### config.mk
export PLATFORM = sky130hd
export DESIGN_NAME = sreg_flag_unit
export DESIGN_NICKNAME = d
export VERILOG_FILES = /design/src/rtl/sreg_pkg.sv /design/src/rtl/sreg_arith_flags.sv /design/src/rtl/sreg_bit_xfer.sv /design/src/rtl/sreg_flag_unit.sv
export SDC_FILE = /design/constraint.sdc
export NUM_CORES = 1
export LEC_CHECK = 0
export BUFFER_PORTS_ARGS = -buffer_cell sky130_fd_sc_hd__buf_2
export CORE_UTILIZATION = 35
export DETAILED_ROUTE_END_ITERATION = 10
export PLACE_DENSITY = 0.87
export SLEW_MARGIN = 15
export SYNTH_ARGS = -nofsm -noshare
export SYNTH_HDL_FRONTEND = slang
export SYNTH_HIERARCHICAL = 1
export SYNTH_SLANG_ARGS = --single-unit
### constraint.sdc
create_clock -name clk -period 1.3 [get_ports clk]
set_input_delay 0.065 -clock clk [delete_from_list [all_inputs] [get_ports clk]]
set_output_delay 0.065 -clock clk [all_outputs]
set_load 0.02 [all_outputs]
### src/rtl/sreg_pkg.sv
package sreg_pkg;

    typedef enum logic [1:0] {
        ALU_ADD   = 2'd0,
        ALU_SUB   = 2'd1,
        ALU_LOGIC = 2'd2,
        ALU_NONE  = 2'd3
    } alu_op_e;

    typedef enum logic [2:0] {
        CTL_NONE     = 3'd0,
        CTL_SET_I    = 3'd1,
        CTL_CLR_I    = 3'd2,
        CTL_BSTORE   = 3'd3,
        CTL_INT_TAKE = 3'd4,
        CTL_INT_RET  = 3'd5,
        CTL_RSV6     = 3'd6,
        CTL_RSV7     = 3'd7
    } ctl_cmd_e;

    // Packed MSB first: i is bit 7, c is bit 0.
    typedef struct packed {
        logic i;
        logic t;
        logic h;
        logic s;
        logic v;
        logic n;
        logic z;
        logic c;
    } sreg_t;

    // Positions inside the update mask.
    localparam int MSK_C = 0;
    localparam int MSK_Z = 1;
    localparam int MSK_N = 2;
    localparam int MSK_V = 3;
    localparam int MSK_H = 4;
    localparam int MSK_W = 5;

endpackage

### src/rtl/sreg_arith_flags.sv
module sreg_arith_flags
    import sreg_pkg::*;
#(
    parameter int DATA_W = 8
) (
    input  alu_op_e           op_i,
    input  logic [DATA_W-1:0] a_i,
    input  logic [DATA_W-1:0] b_i,
    input  logic [DATA_W-1:0] res_i,
    output logic              c_o,
    output logic              h_o,
    output logic              v_o,
    output logic              n_o,
    output logic              z_o
);

    localparam int MSB = DATA_W - 1;
    localparam int HB  = DATA_W / 2 - 1;

    logic am, bm, rm, ah, bh, rh;

    always_comb begin
        am = a_i[MSB];
        bm = b_i[MSB];
        rm = res_i[MSB];
        ah = a_i[HB];
        bh = b_i[HB];
        rh = res_i[HB];

        n_o = rm;
        z_o = ~|res_i;
        c_o = 1'b0;
        h_o = 1'b0;
        v_o = 1'b0;

        unique case (op_i)
            ALU_ADD: begin
                c_o = (am & bm) | (bm & ~rm) | (~rm & am);
                h_o = (ah & bh) | (bh & ~rh) | (~rh & ah);
                v_o = (am & bm & ~rm) | (~am & ~bm & rm);
            end
            ALU_SUB: begin
                c_o = (~am & bm) | (bm & rm) | (rm & ~am);
                h_o = (~ah & bh) | (bh & rh) | (rh & ~ah);
                v_o = (am & ~bm & ~rm) | (~am & bm & rm);
            end
            ALU_LOGIC: begin
                v_o = 1'b0;
            end
            default: begin
                n_o = 1'b0;
                z_o = 1'b0;
            end
        endcase
    end

endmodule

### src/rtl/sreg_bit_xfer.sv
module sreg_bit_xfer #(
    parameter int DATA_W = 8,
    localparam int SEL_W = $clog2(DATA_W)
) (
    input  logic [DATA_W-1:0] reg_i,
    input  logic [SEL_W-1:0]  sel_i,
    input  logic              t_i,
    output logic              pick_o,
    output logic [DATA_W-1:0] ins_o
);

    assign pick_o = reg_i[sel_i];

    for (genvar g = 0; g < DATA_W; g++) begin : g_ins
        assign ins_o[g] = (sel_i == SEL_W'(g)) ? t_i : reg_i[g];
    end

endmodule

### src/rtl/sreg_flag_unit.sv
module sreg_flag_unit
    import sreg_pkg::*;
#(
    parameter int DATA_W = 8,
    localparam int SEL_W = $clog2(DATA_W)
) (
    input  logic                clk,
    input  logic                rst_n,
    input  logic                alu_valid,
    input  logic [1:0]          alu_op,
    input  logic [DATA_W-1:0]   alu_a,
    input  logic [DATA_W-1:0]   alu_b,
    input  logic [DATA_W-1:0]   alu_res,
    input  logic [MSK_W-1:0]    alu_mask,
    input  logic [2:0]          ctl_cmd,
    input  logic [DATA_W-1:0]   reg_in,
    input  logic [SEL_W-1:0]    bit_sel,
    input  logic                io_wr,
    input  logic [7:0]          io_wdata,
    output logic [7:0]          sreg_q,
    output logic [DATA_W-1:0]   bld_out
);

    alu_op_e  op;
    ctl_cmd_e cmd;
    sreg_t    st_d, st_q, wr_st;
    logic     f_c, f_h, f_v, f_n, f_z;
    logic     pick_bit;
    logic     arith_op;

    assign op       = alu_op_e'(alu_op);
    assign cmd      = ctl_cmd_e'(ctl_cmd);
    assign arith_op = (op == ALU_ADD) || (op == ALU_SUB);
    assign wr_st    = sreg_t'(io_wdata);

    sreg_arith_flags #(.DATA_W(DATA_W)) u_arith (
        .op_i  (op),
        .a_i   (alu_a),
        .b_i   (alu_b),
        .res_i (alu_res),
        .c_o   (f_c),
        .h_o   (f_h),
        .v_o   (f_v),
        .n_o   (f_n),
        .z_o   (f_z)
    );

    sreg_bit_xfer #(.DATA_W(DATA_W)) u_xfer (
        .reg_i  (reg_in),
        .sel_i  (bit_sel),
        .t_i    (st_q.t),
        .pick_o (pick_bit),
        .ins_o  (bld_out)
    );

    always_comb begin
        st_d = st_q;

        if (alu_valid && op != ALU_NONE) begin
            if (alu_mask[MSK_C] && arith_op) st_d.c = f_c;
            if (alu_mask[MSK_H] && arith_op) st_d.h = f_h;
            if (alu_mask[MSK_V])             st_d.v = f_v;
            if (alu_mask[MSK_N])             st_d.n = f_n;
            if (alu_mask[MSK_Z])             st_d.z = f_z;
        end

        unique case (cmd)
            CTL_SET_I:    st_d.i = 1'b1;
            CTL_CLR_I:    st_d.i = 1'b0;
            CTL_BSTORE:   st_d.t = pick_bit;
            CTL_INT_TAKE: st_d.i = 1'b0;
            CTL_INT_RET:  st_d.i = 1'b1;
            default:      ;
        endcase

        if (io_wr) begin
            st_d = wr_st;
        end

        st_d.s = st_d.n ^ st_d.v;
    end

    always_ff @(posedge clk or negedge rst_n) begin
        if (!rst_n) begin
            st_q <= '0;
        end else begin
            st_q <= st_d;
        end
    end

    assign sreg_q = st_q;

endmodule

# Word level (Yosys, flattened, before mapping)
# Cells that the tools add are included.
# word_totals
regBits	8
out_inout_bits	16
wordCells	103
# op_classes
order_cmp	1
n_eq_ne	15
mux	25
n_bitwise	34
reduce_logical	20
# op_table
operator	count
bitwise AND 1 bit	18
equality test 3 bit (second input constant)	6
two-way mux 1 bit	18
equality test 3 x 2 -> 1 bit (second input constant)	4
bitwise OR 1 bit	10
nonzero test 2 bit	5
two-way mux 8 bit	1
one-hot mux 1 bit (2 select lines)	4
OR reduction 8 bit	1
equality test 3 x 1 -> 1 bit (second input constant)	2
AND reduction 2 bit	3
NOT 1 bit	5
< comparator 3 x 4 -> 1 bit (second input constant)	1
two-way mux 4 bit	1
OR reduction 2 bit	2
binary-select mux 1 bit (select 3 bit)	1
logical AND 1 bit	3
zero test 3 bit	1
nonzero test 3 bit	1
OR reduction 3 bit	1
equality test 2 x 1 -> 1 bit (second input constant)	1
equality test 2 bit (second input constant)	1
zero test 2 bit	1
!= test 2 bit (second input constant)	1
other kinds (3)	3

# Longest topological paths before layout
# depth
word_depth	9
mapped_depth	6

# Hierarchy
# The synthesis kept the hierarchy.
# by_module_without_submodules
module	instances	cells_each	area_each_um2	seq_area_each_um2
sreg_flag_unit	1	47	447.9	200.2
sreg_bit_xfer	1	22	227.7	0.0
sreg_arith_flags	1	19	135.1	0.0

# Worst setup path before layout
# No wires, ideal clock.
# synth_path
kind	input to register
startpoint	input port bit_sel[0]
endpoint	register st_q (netlist bit sreg_q[6])
arrival_time_ns	1.137
path_slack_ns	0.037
cell_stages	5
n_path_buf	1
cell_sequence	buf_6 > mux4_1 > mux2_2 > mux2i_1 > a21oi_1
# synth_via
elab_chain_len	4
# synth_lines
element	line_no	source
start: declaration	sreg_flag_unit.sv:17	input logic [SEL_W-1:0] bit_sel,
binary-select mux 1 bit (select 3 bit)	sreg_bit_xfer.sv:12	assign pick_o = reg_i[sel_i];
two-way mux 1 bit (not written as such)	sreg_bit_xfer.sv:12	
net pick_bit	sreg_flag_unit.sv:28	logic pick_bit;
two-way mux 1 bit	sreg_flag_unit.sv:67	unique case (cmd)
two-way mux 8 bit	sreg_flag_unit.sv:76	if (io_wr) begin
end signal: assignment	sreg_flag_unit.sv:87	st_q <= st_d;
end: declaration	sreg_flag_unit.sv:26	sreg_t st_d, st_q, wr_st;
# The timed path passes the listed nets, and every way through them passes these cells. The select of a mux whose other input is x is not followed.
# A chain may end at the register's enable or synchronous reset.

# Worst setup path after layout
# layout_path
startpoint	register st_q (netlist bit sreg_q[6])
endpoint	output port bld_out[0]
# layout_via
elab_chain_len	1
# layout_lines
element	line_no	source
two-way mux 1 bit	sreg_bit_xfer.sv:15	assign ins_o[g] = (sel_i == SEL_W'(g)) ? t_i : reg_i[g];
end: declaration	sreg_flag_unit.sv:21	output logic [DATA_W-1:0] bld_out
# Every way passes these cells.

==> flow_metrics.env <==
export IMPL_grt_setup_unrepaired="no"
export IMPL_viasPerCell=5.17
export IMPL_grt_overflow=0
export IMPL_crit_chain="mux2_2 -> buf_2"
export IMPL_drc=0
export IMPL_maxCapViolCount=0
export IMPL_antenna_found_initial=0
export IMPL_switching_share_pct=34.1
export IMPL_synth_top_family_by_area="simple AND/OR/NAND/NOR gates"
export IMPL_synth_edf_count=0
export IMPL_worst_ep_arrival_time_ns=1.15
export IMPL_initial_core_util_pct=37.0
export IMPL_synthAdderAreaFrac_pct=0
export IMPL_synth_area_leaders="dfrtp_1, mux2_2, mux4_1, mux2i_1, nand3b_1"
export IMPL_rr_worst_depth=3
export IMPL_synth_xor_area_share_pct=4.32
export IMPL_largest_reg_flops=8
export IMPL_worstMarginPinSlew_ns=0.390
export IMPL_crit_type="reg -> out"
export IMPL_pwr_share_comb_pct=43.9
export IMPL_setup_tns_final_ns=0
export IMPL_synthArstFlopShare_pct=100
export IMPL_syn_nets=145
export IMPL_cts_root_buf="clkbuf_4"
export IMPL_slowest_delay_ns=0.46
export IMPL_portBuffers=59
export IMPL_final_nets=211
export IMPL_grt_pass1_vias=920
export IMPL_core_area_mm2=0.00219
export IMPL_ys_ff_latch=8
export IMPL_drt_pass1_iterations=3
export IMPL_cts_made_buffers=3
export IMPL_dieArea_mm2=0.00251
export IMPL_crit_start="sreg_q[6]"
export IMPL_fin_ws_ns=0.0874
export IMPL_drt_initial_drc_count=14
export IMPL_ios=73
export IMPL_crit_path_end_kind="primary output"
export IMPL_yosys_area_share_simple_pct=25.3
export IMPL_p_per_area_mw_per_mm2=714
export IMPL_finalSetupViolations=0
export IMPL_dp_hpwl_um=1900
export IMPL_clk_pin_slew_ns=0.05
export IMPL_final_common_cell="buf_2"
export IMPL_syn2layout_area_growth_pct=46.8
export IMPL_min_period_ns=1.21
export IMPL_hold_ws_ns=0.0302
export IMPL_cts_tree="done"
export IMPL_ys_seq_area_share_pct=24.7
export IMPL_crit_slowest_cell="dfrtp_2"
export IMPL_fmaxAchievable_ghz=0.825
export IMPL_ant_nets=0
export IMPL_power_share_sequential_pct=34.6
export IMPL_hold_path_cell_count=3
export IMPL_grt_util_all_layers_pct=20.1
export IMPL_clk_latency_ns=0.25
export IMPL_min_path_type="in -> reg"
export IMPL_cts_sinks=8
export IMPL_wirelength_um=2260
export IMPL_fp_dieW_um=50.1
export IMPL_grt_pass1_wl_um=3800
export IMPL_fin_skew_ns=0.0000634
export IMPL_rows=17
export IMPL_leakagePower_uw=0.000593
export IMPL_antenna_cells=0
export IMPL_cts_htree_levels=1
export IMPL_synth_top_cell_by_area="dfrtp_1"
export IMPL_num_vias=931
export IMPL_post_drt_wl_per_cell_um=12.6
export IMPL_synth_compound_area_share_pct=17.6
export IMPL_ir_drop_uv=492
export IMPL_path_max_fanout=10
export IMPL_utilization_pct=54.3
export IMPL_status="finished clean"
export IMPL_power_internal_uw=560
export IMPL_cp_start_kind="flip-flop"
export IMPL_switchingPower_uw=290
export IMPL_yosys_area_top_type_share_pct=24.7
export IMPL_ys_flop_type="dfrtp_1"
export IMPL_reg2reg_slack_ns=0.17
export IMPL_die_h_um=50.1
export IMPL_ys_warn_count=6
export IMPL_hp_start="io_wdata[7]"
export IMPL_grt_max_degree=12
export IMPL_timing_final_hold_violations=0
export IMPL_synthMuxAreaShare_pct=23.9
export IMPL_clockPowerShare_pct=21.5
export IMPL_synth_cell_types=36
export IMPL_max_slew_margin_pct=73.8
export IMPL_clockBufferDepth=2
export IMPL_pre_cts_ws_ns=-0.143
export IMPL_postSynthCellCount=88
export IMPL_fin_crit_sh_pct=93.3
export IMPL_synth_area_um2=811
export IMPL_cp_data_required_time_ns=1.24
export IMPL_drv_slew=0
export IMPL_syn_area_per_cell_um2=9.21
export IMPL_gp_routability_congestion=0.890
export IMPL_final_cell_mix="buf_2, mux2_2, dfrtp_1, nand2_1"
export IMPL_drive_gt1_share_pct=53.3
export IMPL_r2r_start="sreg_q[3]"
export IMPL_n_fill_cell=198
==> kinds of logic (layout without fill, tap and decap cells) <==
kind of cell           Yosys count  after routing
AO/OA/AOI/OAI                   19             19
XOR/XNOR                         4              4
flip-flops                       8              8
AND/OR/NAND/NOR                 35             35
multiplexers                    15             15
buffers and inverters            7             71
==> routing by layer <==
layer | vias to the layer above | part of all wire [%] | track usage [%]
li1 | 465 | - | -
met1 | 432 | 38 | 20.1
met3 | 8 | 5.2 | 7.27
met5 | - | 0 | 0
met4 | 0 | 2.7 | 10.0
met2 | 26 | 54 | 36.2
==> through the flow <==
stage | cell area [um2] | power, uW | std cells
finish | 1190 | 850 | 180
global route | 1190 | 919 | 180
CTS | 1190 | 861 | 180
detailed placement | 1160 | 668 | 176
global placement | 1160 | 652 | 176
floorplan | 811 | 505 | 88
==> cells in the mapped netlist (2+ instances only) <==
cell type  n
nand3_1    2
inv_1      3
a21oi_1    3
nand2_1    6
clkbuf_1   3
a31oi_1    2
mux4_1     2
nor2_1     4
nor3b_1    4
a21boi_0   2
xnor2_1    3
mux2i_1    4
mux2_2     9
nor2b_1    4
dfrtp_1    8
nand3b_1   5
nor4_1     2
nor3_1     3
o21ai_0    2
==> power groups by stage <==
| stage | clock network, uW | logic [uW] | registers, uW |
|---|---|---|---|
| finish | 183 | 373 | 294 |
| detailed placement | 0 | 371 | 297 |
| floorplan | 0 | 177 | 328 |
| CTS | 193 | 374 | 293 |
| global route | 214 | 407 | 297 |
| global placement | 0 | 356 | 296 |
==> layout make-up <==
type	instances	area (um2)	area share [%]
multi-input cells	73	577	48.5
repair buffers	65	343	28.8
flip-flops and latches	8	201	16.9
well taps	28	35.0	2.94
clock buffers	3	22.5	1.89
inverters	3	11.3	0.946
==> worst paths after layout <==
path	to
worst max register to register	sreg_q[4]
max in group asynchronous	sreg_q[6]
worst min register to register	sreg_q[7]
worst max-delay path	bld_out[0]
worst min-delay path	sreg_q[7]
min in group asynchronous	sreg_q[2]
==> what timing repair did <==
item,4_1_cts,5_1_grt
hold endpoints to repair,8,0
setup buffers,0,0
hold buffers,1,0
gates resized for setup,0,1
setup endpoints to repair,0,5
==> critical path: cells and delay by family (launching register included) <==
family / cells / cell delay, ns
buf+inv: 1 / 0.16
mux: 1 / 0.28
flops: 1 / 0.46
No activity file was read; power rests on OpenSTA's default activity.
